### src/rtl/core_idle_pkg.sv
package core_idle_pkg;

    typedef enum logic [2:0] {
        ST_RUN   = 3'd0,
        ST_NAP   = 3'd1,
        ST_PURGE = 3'd2,
        ST_SLEEP = 3'd3,
        ST_RAMP  = 3'd4
    } idle_state_e;

    typedef struct packed {
        logic eu_clk_en;
        logic core_clk_en;
        logic freq_low;
        logic purge_req;
        logic volt_retention;
    } idle_ctl_t;

endpackage

### src/rtl/volt_ready_qual.sv
module volt_ready_qual #(
    parameter int READY_CYCLES = 1
) (
    input  logic clk,
    input  logic rst_n,
    input  logic active,
    input  logic volt_ready,
    output logic ready_ok
);
    localparam int CW = $clog2(READY_CYCLES + 1);
    localparam logic [CW-1:0] CNT_MAX = CW'(READY_CYCLES);

    logic [CW-1:0] hi_cnt;

    always_ff @(posedge clk) begin
        if (!rst_n) begin
            hi_cnt <= '0;
        end else if (!active || !volt_ready) begin
            hi_cnt <= '0;
        end else if (hi_cnt != CNT_MAX) begin
            hi_cnt <= hi_cnt + 1'b1;
        end
    end

    always_comb begin
        ready_ok = active && volt_ready && (hi_cnt == CNT_MAX);
    end


    cnt_bound_chk: assert property (@(posedge clk) disable iff (!rst_n)
        hi_cnt <= CNT_MAX);
endmodule

### src/rtl/wake_hold.sv
module wake_hold (
    input  logic clk,
    input  logic rst_n,
    input  logic in_purge,
    input  logic wake_evt,
    output logic wake_seen
);
    logic held;

    always_ff @(posedge clk) begin
        if (!rst_n) begin
            held <= 1'b0;
        end else if (!in_purge) begin
            held <= 1'b0;
        end else if (wake_evt) begin
            held <= 1'b1;
        end
    end

    always_comb begin
        wake_seen = in_purge && (held || wake_evt);
    end


    held_scope_chk: assert property (@(posedge clk) disable iff (!rst_n)
        (in_purge && wake_evt) |=> (held || !in_purge));
endmodule

### src/rtl/idle_fsm.sv
module idle_fsm
    import core_idle_pkg::*;
(
    input  logic        clk,
    input  logic        rst_n,
    input  logic        idle_req,
    input  logic        idle_deep,
    input  logic        wake_evt,
    input  logic        purge_done,
    input  logic        wake_seen,
    input  logic        ready_ok,
    output idle_state_e state,
    output logic        wake_done
);
    idle_state_e nxt;

    always_comb begin
        nxt = state;
        unique case (state)
            ST_RUN:   if (idle_req) nxt = idle_deep ? ST_PURGE : ST_NAP;
            ST_NAP:   if (wake_evt) nxt = ST_RUN;
            ST_PURGE: if (purge_done) nxt = wake_seen ? ST_RAMP : ST_SLEEP;
            ST_SLEEP: if (wake_evt) nxt = ST_RAMP;
            ST_RAMP:  if (ready_ok) nxt = ST_RUN;
            default:  nxt = ST_RUN;
        endcase
    end

    always_ff @(posedge clk) begin
        if (!rst_n) begin
            state     <= ST_RUN;
            wake_done <= 1'b0;
        end else begin
            state     <= nxt;
            wake_done <= (state != ST_RUN) && (nxt == ST_RUN);
        end
    end


    run_hold_chk: assert property (@(posedge clk) disable iff (!rst_n)
        (state == ST_RUN && !idle_req) |=> state == ST_RUN);

    purge_hold_chk: assert property (@(posedge clk) disable iff (!rst_n)
        (state == ST_PURGE && !purge_done) |=> state == ST_PURGE);

    wake_pulse_chk: assert property (@(posedge clk) disable iff (!rst_n)
        wake_done |=> !wake_done);
endmodule

### src/rtl/idle_out_decode.sv
module idle_out_decode
    import core_idle_pkg::*;
(
    input  idle_state_e state,
    output idle_ctl_t   ctl
);
    always_comb begin
        ctl = '{eu_clk_en: 1'b1, core_clk_en: 1'b1, freq_low: 1'b0,
                purge_req: 1'b0, volt_retention: 1'b0};
        unique case (state)
            ST_RUN: ;
            ST_NAP: begin
                ctl.eu_clk_en = 1'b0;
                ctl.freq_low  = 1'b1;
            end
            ST_PURGE: ctl.purge_req = 1'b1;
            ST_SLEEP: begin
                ctl.eu_clk_en      = 1'b0;
                ctl.core_clk_en    = 1'b0;
                ctl.freq_low       = 1'b1;
                ctl.volt_retention = 1'b1;
            end
            ST_RAMP: begin
                ctl.eu_clk_en   = 1'b0;
                ctl.core_clk_en = 1'b0;
                ctl.freq_low    = 1'b1;
            end
            default: ;
        endcase
    end
endmodule

### src/rtl/core_idle_ctrl.sv
module core_idle_ctrl
    import core_idle_pkg::*;
#(
    parameter int READY_CYCLES = 1
) (
    input  logic       clk,
    input  logic       rst_n,
    input  logic       idle_req,
    input  logic       idle_deep,
    input  logic       wake_evt,
    input  logic       purge_done,
    input  logic       volt_ready,
    output logic       eu_clk_en,
    output logic       core_clk_en,
    output logic       freq_low,
    output logic       purge_req,
    output logic       volt_retention,
    output logic       wake_done,
    output logic [2:0] state_o
);
    idle_state_e state;
    idle_ctl_t   ctl;
    logic        wake_seen;
    logic        ready_ok;

    wake_hold u_hold (
        .clk       (clk),
        .rst_n     (rst_n),
        .in_purge  (state == ST_PURGE),
        .wake_evt  (wake_evt),
        .wake_seen (wake_seen)
    );

    volt_ready_qual #(.READY_CYCLES(READY_CYCLES)) u_qual (
        .clk        (clk),
        .rst_n      (rst_n),
        .active     (state == ST_RAMP),
        .volt_ready (volt_ready),
        .ready_ok   (ready_ok)
    );

    idle_fsm u_fsm (
        .clk        (clk),
        .rst_n      (rst_n),
        .idle_req   (idle_req),
        .idle_deep  (idle_deep),
        .wake_evt   (wake_evt),
        .purge_done (purge_done),
        .wake_seen  (wake_seen),
        .ready_ok   (ready_ok),
        .state      (state),
        .wake_done  (wake_done)
    );

    idle_out_decode u_dec (
        .state (state),
        .ctl   (ctl)
    );

    always_comb begin
        eu_clk_en      = ctl.eu_clk_en;
        core_clk_en    = ctl.core_clk_en;
        freq_low       = ctl.freq_low;
        purge_req      = ctl.purge_req;
        volt_retention = ctl.volt_retention;
        state_o        = state;
    end


    ungate_ready_chk: assert property (@(posedge clk) disable iff (!rst_n)
        $rose(core_clk_en) |-> $past(volt_ready));

    purge_clk_chk: assert property (@(posedge clk) disable iff (!rst_n)
        purge_req |-> (core_clk_en && eu_clk_en));

    ret_gate_chk: assert property (@(posedge clk) disable iff (!rst_n)
        $rose(volt_retention) |-> $past(purge_req) && !core_clk_en);

    skip_ret_chk: assert property (@(posedge clk) disable iff (!rst_n)
        (purge_req && wake_evt) |=> !volt_retention);
endmodule

### config.mk
export PLATFORM = sky130hd
export DESIGN_NAME = core_idle_ctrl
export DESIGN_NICKNAME = d
export VERILOG_FILES = /design/src/rtl/core_idle_pkg.sv /design/src/rtl/volt_ready_qual.sv /design/src/rtl/wake_hold.sv /design/src/rtl/idle_fsm.sv /design/src/rtl/idle_out_decode.sv /design/src/rtl/core_idle_ctrl.sv
export SDC_FILE = /design/constraint.sdc
export NUM_CORES = 1
export LEC_CHECK = 0
export ABC_CLOCK_PERIOD_IN_PS = 3720
export BUFFER_PORTS_ARGS = -buffer_cell sky130_fd_sc_hd__buf_2
export CORE_AREA = 2 2 39 41
export DETAILED_ROUTE_END_ITERATION = 10
export DIE_AREA = 0 0 41 43
export GPL_TIMING_DRIVEN = 0
export REMOVE_ABC_BUFFERS = 1
export SLEW_MARGIN = 25
export SYNTH_ARGS = -nofsm -noshare
export SYNTH_HDL_FRONTEND = slang
export SYNTH_HIERARCHICAL = 1
export SYNTH_SLANG_ARGS = --single-unit
### constraint.sdc
create_clock -name clk -period 3.72 [get_ports clk]
set_clock_uncertainty 0.2 [all_clocks]
set_input_delay 0.372 -clock clk [delete_from_list [all_inputs] [get_ports clk]]
set_output_delay 0.372 -clock clk [all_outputs]
set_load 0.05 [all_outputs]
[After elaboration in Yosys (flattened, before gate mapping)]
Cells that the tools add are included.
W data, S select, Z words.
Storage, ports and cells
  output and inout bits: 9
  logic and storage cells: 39
  flip-flop bits (word level): 6
  input port bits: 7
Operators by class
  muxes and demuxes: 14
  reductions and logical operators: 15
  bitwise logic cells: 1
  add/sub/neg operators: 1
  equal/unequal tests: 4
Operators by type and width (count)
  $mux W3: 6
  $pmux W3 S5: 1
  $eq A3 B2 Y1 const B: 2
  $logic_not A3 Y1: 2
  $mux W1: 6
  $logic_and A1 B1 Y1: 4
  $reduce_or A2 Y1: 2
  $eq A3 B1 Y1 const B: 1
  $eq A3 B3 Y1 const B: 1
  $reduce_bool A3 Y1: 1
  $reduce_or A3 Y1: 1
  $logic_not A1 Y1: 2
  $logic_or A1 B1 Y1: 2
  $mux W2: 1
  $reduce_and A2 Y1: 1
  $add A1 B1 Y1 const B: 1
  $not A1 Y1: 1

[Longest topological paths before layout]
  depth in word-level cells: 7
  depth in mapped cells: 5
  mapped depth without buffers: 5

[Hierarchy]
Netlist, hierarchy kept.
Modules (own cells, without submodules)
  idle_fsm: area each 254.0 um^2, cells an instance 25, times used 1, sequential area each 80.1 um^2
  idle_out_decode: area each 48.8 um^2, cells an instance 7, times used 1, sequential area each 0.0 um^2
  wake_hold: area each 37.5 um^2, cells an instance 3, times used 1, sequential area each 20.0 um^2
  volt_ready_qual: area each 32.5 um^2, cells an instance 3, times used 1, sequential area each 20.0 um^2
  core_idle_ctrl: area each 15.0 um^2, cells an instance 2, times used 1, sequential area each 0.0 um^2

[Least setup slack after synthesis]
OpenSTA, ideal clock, no wires.
  path type: register to output
  start: reg u_fsm.state[1]
  end: out purge_req
  buffers on the path: 0
  cell stages (with the launch flop): 2
  slack: 1.085 ns
  arrival: 2.063 ns
  data required time: 3.148 ns
  cell sequence: dfxtp_1 > nor3b_1
Between the ends
  word-level cells in the longest chain between the ends: 2
Ends and longest elaborated chain
  from (decl): line idle_fsm.sv:12  | output idle_state_e state,
  from (signal assigned): line idle_fsm.sv:34  | state <= nxt;
  $eq A3 B2 Y1: line idle_out_decode.sv:10  | unique case (state)
  $mux W1: line idle_out_decode.sv:10
  to (decl): line core_idle_ctrl.sv:16  | output logic purge_req,
No other way between the ends.

[Worst setup path in the final report]
  start: reg u_fsm.state[0]
  end: out eu_clk_en
Between the ends
  word-level cells in the longest chain between the ends: 3
  elaborated cells on any way between the ends: 5
  classes of those cells: eq/ne (3); mux (1); reduce/logical (1)
Ends and longest elaborated chain
  $eq A3 B3 Y1, or another cell as far along: line idle_out_decode.sv:10
  $reduce_or A3 Y1 (no line) (*)
  $mux W1 (*): line idle_out_decode.sv:10
  to (decl): line core_idle_ctrl.sv:13  | output logic eu_clk_en,
Mark *: on every way between the ends. The rest lies on a longest branch, timed or not.

==> results.py <==
metrics = {
    "detailed_routing": {
        "drt-total-wl_um": 777,
        "drtIter0Drc": 4,
        "drc": 0,
        "wl_per_cell_um": 10.6,
        "firstDrtPassIters": 4,
        "vias": 342,
        "ant_nets": 0,
        "vias_per_cell": 4.68,
    },
    "grt": {
        "grt_max_degree": 18,
        "grt_pass1_wl_mm": 1.15,
        "antenna_found_initial": 0,
        "grtUsageTotal": 0.105,
        "overflow": 0,
        "first_global_vias": 274,
    },
    "power": {
        "swShare": 0.360,
        "p_switching_mw": 0.0692,
        "pwr-share-seq": 0.402,
        "peakVddDrop_v": 0.000117,
        "p_clk_frac": 0.312,
        "leakage_nw": 0.236,
        "share_comb_of_total_power": 0.286,
        "power_density_nw_per_um2": 389,
        "internal_power_mw": 0.123,
    },
    "clock_tree": {
        "numCtsBuffers": 3,
        "htreeDepth": 1,
        "tritoncts": "done",
        "hold_buffers": 0,
        "root_buffer": "clkbuf_4",
        "clk_pin_slew_worst_paths_ns": 0.05,
        "post_cts_buffers": 0,
        "cts_max_path_buffers": 2,
        "insertion_delay_ns": 0.24,
        "clock_sinks": 6,
        "cts_resized": 0,
    },
    "worst_setup_path": {
        "r2r_slack_ns": 1.90,
        "r2r-start": "u_fsm/state[1]$_SDFF_PN0_",
        "r2r-end": "u_fsm/state[0]$_SDFF_PN0_",
        "cp.arrival_ns": 1.45,
        "cp_max_fo": 17,
        "critPathKind": "flop to output port",
        "cp.required_ns": 3.15,
        "cp-start-kind": "flop",
        "worst-r2r-cell-count": 5,
        "critPathCaptureType": "output port",
    },
    "hold_path": {
        "hold_path.class": "input port to flop",
        "hold_depth": 2,
        "hold_end": "u_qual/hi_cnt$_SDFF_PP0_",
        "min_from": "volt_ready",
    },
    "placed_design": {
        "preCtsSetupSlack_ns": 1.90,
        "place_area_um2": 472,
        "dp_hpwl_um": 531,
        "io_buffers": 15,
        "place_congestion": 0.657,
        "dp_cells": 70,
    },
    "run_status": {
        "status": "complete, no violations",
    },
    "floorplanning": {
        "initial_utilization": 0.280,
        "die-area_um2": 1760,
        "chipWidth_um": 41,
        "core_area_um2": 1380,
        "die_y_um": 43,
        "rows": 14,
        "pin_count": 16,
    },
    "sta": {
        "hold_violations": 0,
        "period_needed_ns": 2.02,
        "max_slew_margin": 0.623,
        "fin_crit_sh": 0.542,
        "setup_viol": 0,
        "fin_setup_tns_ns": 0,
        "worst_slew_pin_slew_ns": 0.565,
        "drv_slew": 0,
        "fmaxAchievable_mhz": 496,
        "rsz0062_at_grt": "no",
        "setup_slack_ns": 1.70,
    },
    "synth": {
        "async_flop_share": 0,
        "netlist_instances": 40,
        "synth_seq_cells": 6,
        "seq_area_frac_synth": 0.310,
        "synth_area_um2": 388,
        "synth_cell_types": 26,
        "synth_ff_type": "dfxtp_1",
        "synth_warnings": 6,
        "synth_edf_count": 0,
        "postSynthAreaPerCell_um2": 9.70,
    },
    "finish": {
        "area_delta_synth_final_pct": 27.4,
        "multi_input_area_um2": 253,
        "fin_cells": 73,
        "mostFrequentLayoutCells": "buf_2, dfxtp_1, nor3b_1, clkbuf_4, nor2_1",
        "drive_gt1_frac": 0.386,
        "nNetsFinal": 66,
        "antenna_cells": 0,
        "post-route-util": 0.357,
        "ff_latch_area_um2": 120,
        "final_area_um2": 494,
        "final_common_cell": "buf_2",
        "fillers": 146,
    },
    "run": {
        "drv_cap": 0,
    },
}
## stage by stage
stage               hold WS [ns]  total power [mW]
floorplan                  0.272             0.119
global placement           0.283             0.133
detailed placement         0.288             0.134
CTS                        0.168             0.198
global route               0.185             0.208
finish                     0.174             0.192
## worst max-delay path by stage
stage,start,to,depth (start not counted)
5_1_grt,u_fsm/state[0]$_SDFF_PN0_,eu_clk_en,3
3_5_place_dp,u_fsm/state[1]$_SDFF_PN0_,u_fsm/state[0]$_SDFF_PN0_,5
2_1_floorplan,u_fsm/state[1]$_SDFF_PN0_,purge_req,1
3_3_place_gp,u_fsm/state[1]$_SDFF_PN0_,u_fsm/state[0]$_SDFF_PN0_,5
4_1_cts,u_fsm/state[0]$_SDFF_PN0_,eu_clk_en,3
6_report,u_fsm/state[0]$_SDFF_PN0_,eu_clk_en,3
## cells in the mapped netlist (all sizes together) (2+ instances only)
master / instances / area share
dfxtp: 6 / 0.31
nor3b: 5 / 0.12
nor2: 3 / 0.029
nor4b: 3 / 0.11
a21oi: 2 / 0.026
and3: 2 / 0.032
nand3b: 2 / 0.039
o21ai: 2 / 0.026
## area by class of cell
type,instances,share of cell area
timing repair buffer,15,0.152
clock buffer,3,0.0456
multi-input combinational,32,0.511
sequential,6,0.243
tap,16,0.0405
inverter,1,0.00759
## flip-flops by register name (all words and copies together), names as in the netlist
signal / count
u_qual/hi_cnt: 1
u_hold/held: 1
u_fsm/wake_done: 1
u_fsm/state: 3
## power by group through the flow
stage	clock network, mW	logic [mW]	registers, mW
after detailed placement	0	0.0551	0.0786
after global placement	0	0.0549	0.0786
final	0.0599	0.0549	0.0773
after CTS	0.0651	0.0552	0.0774
after global routing	0.0710	0.0587	0.0781
after floorplan	0	0.0329	0.0861
## logic make-up after synthesis
logic type,synth area share
and+or+nand+nor,0.471
AOI/OAI and AO/OA,0.181
DFF,0.310
buffers and inverters,0.0387
## worst max-delay path: stages, from the launching register on
cell,delay [ns]
dfxtp_1,0.67
nor3b_2,0.12
a21oi_1,0.13
buf_2,0.28
## per-layer routing
| metal | track usage | part of all wire | up-vias | wire (um) |
|---|---|---|---|---|
| met5 | 0 | 0 | - | 0 |
| met4 | 0.100 | 0 | 0 | 0 |
| met3 | 0.0471 | 0.090 | 0 | 70 |
| met2 | 0.125 | 0.40 | 13 | 311 |
| met1 | 0.129 | 0.51 | 144 | 395 |
| li1 | - | - | 185 | - |
(Power assumes the default switching activity.)
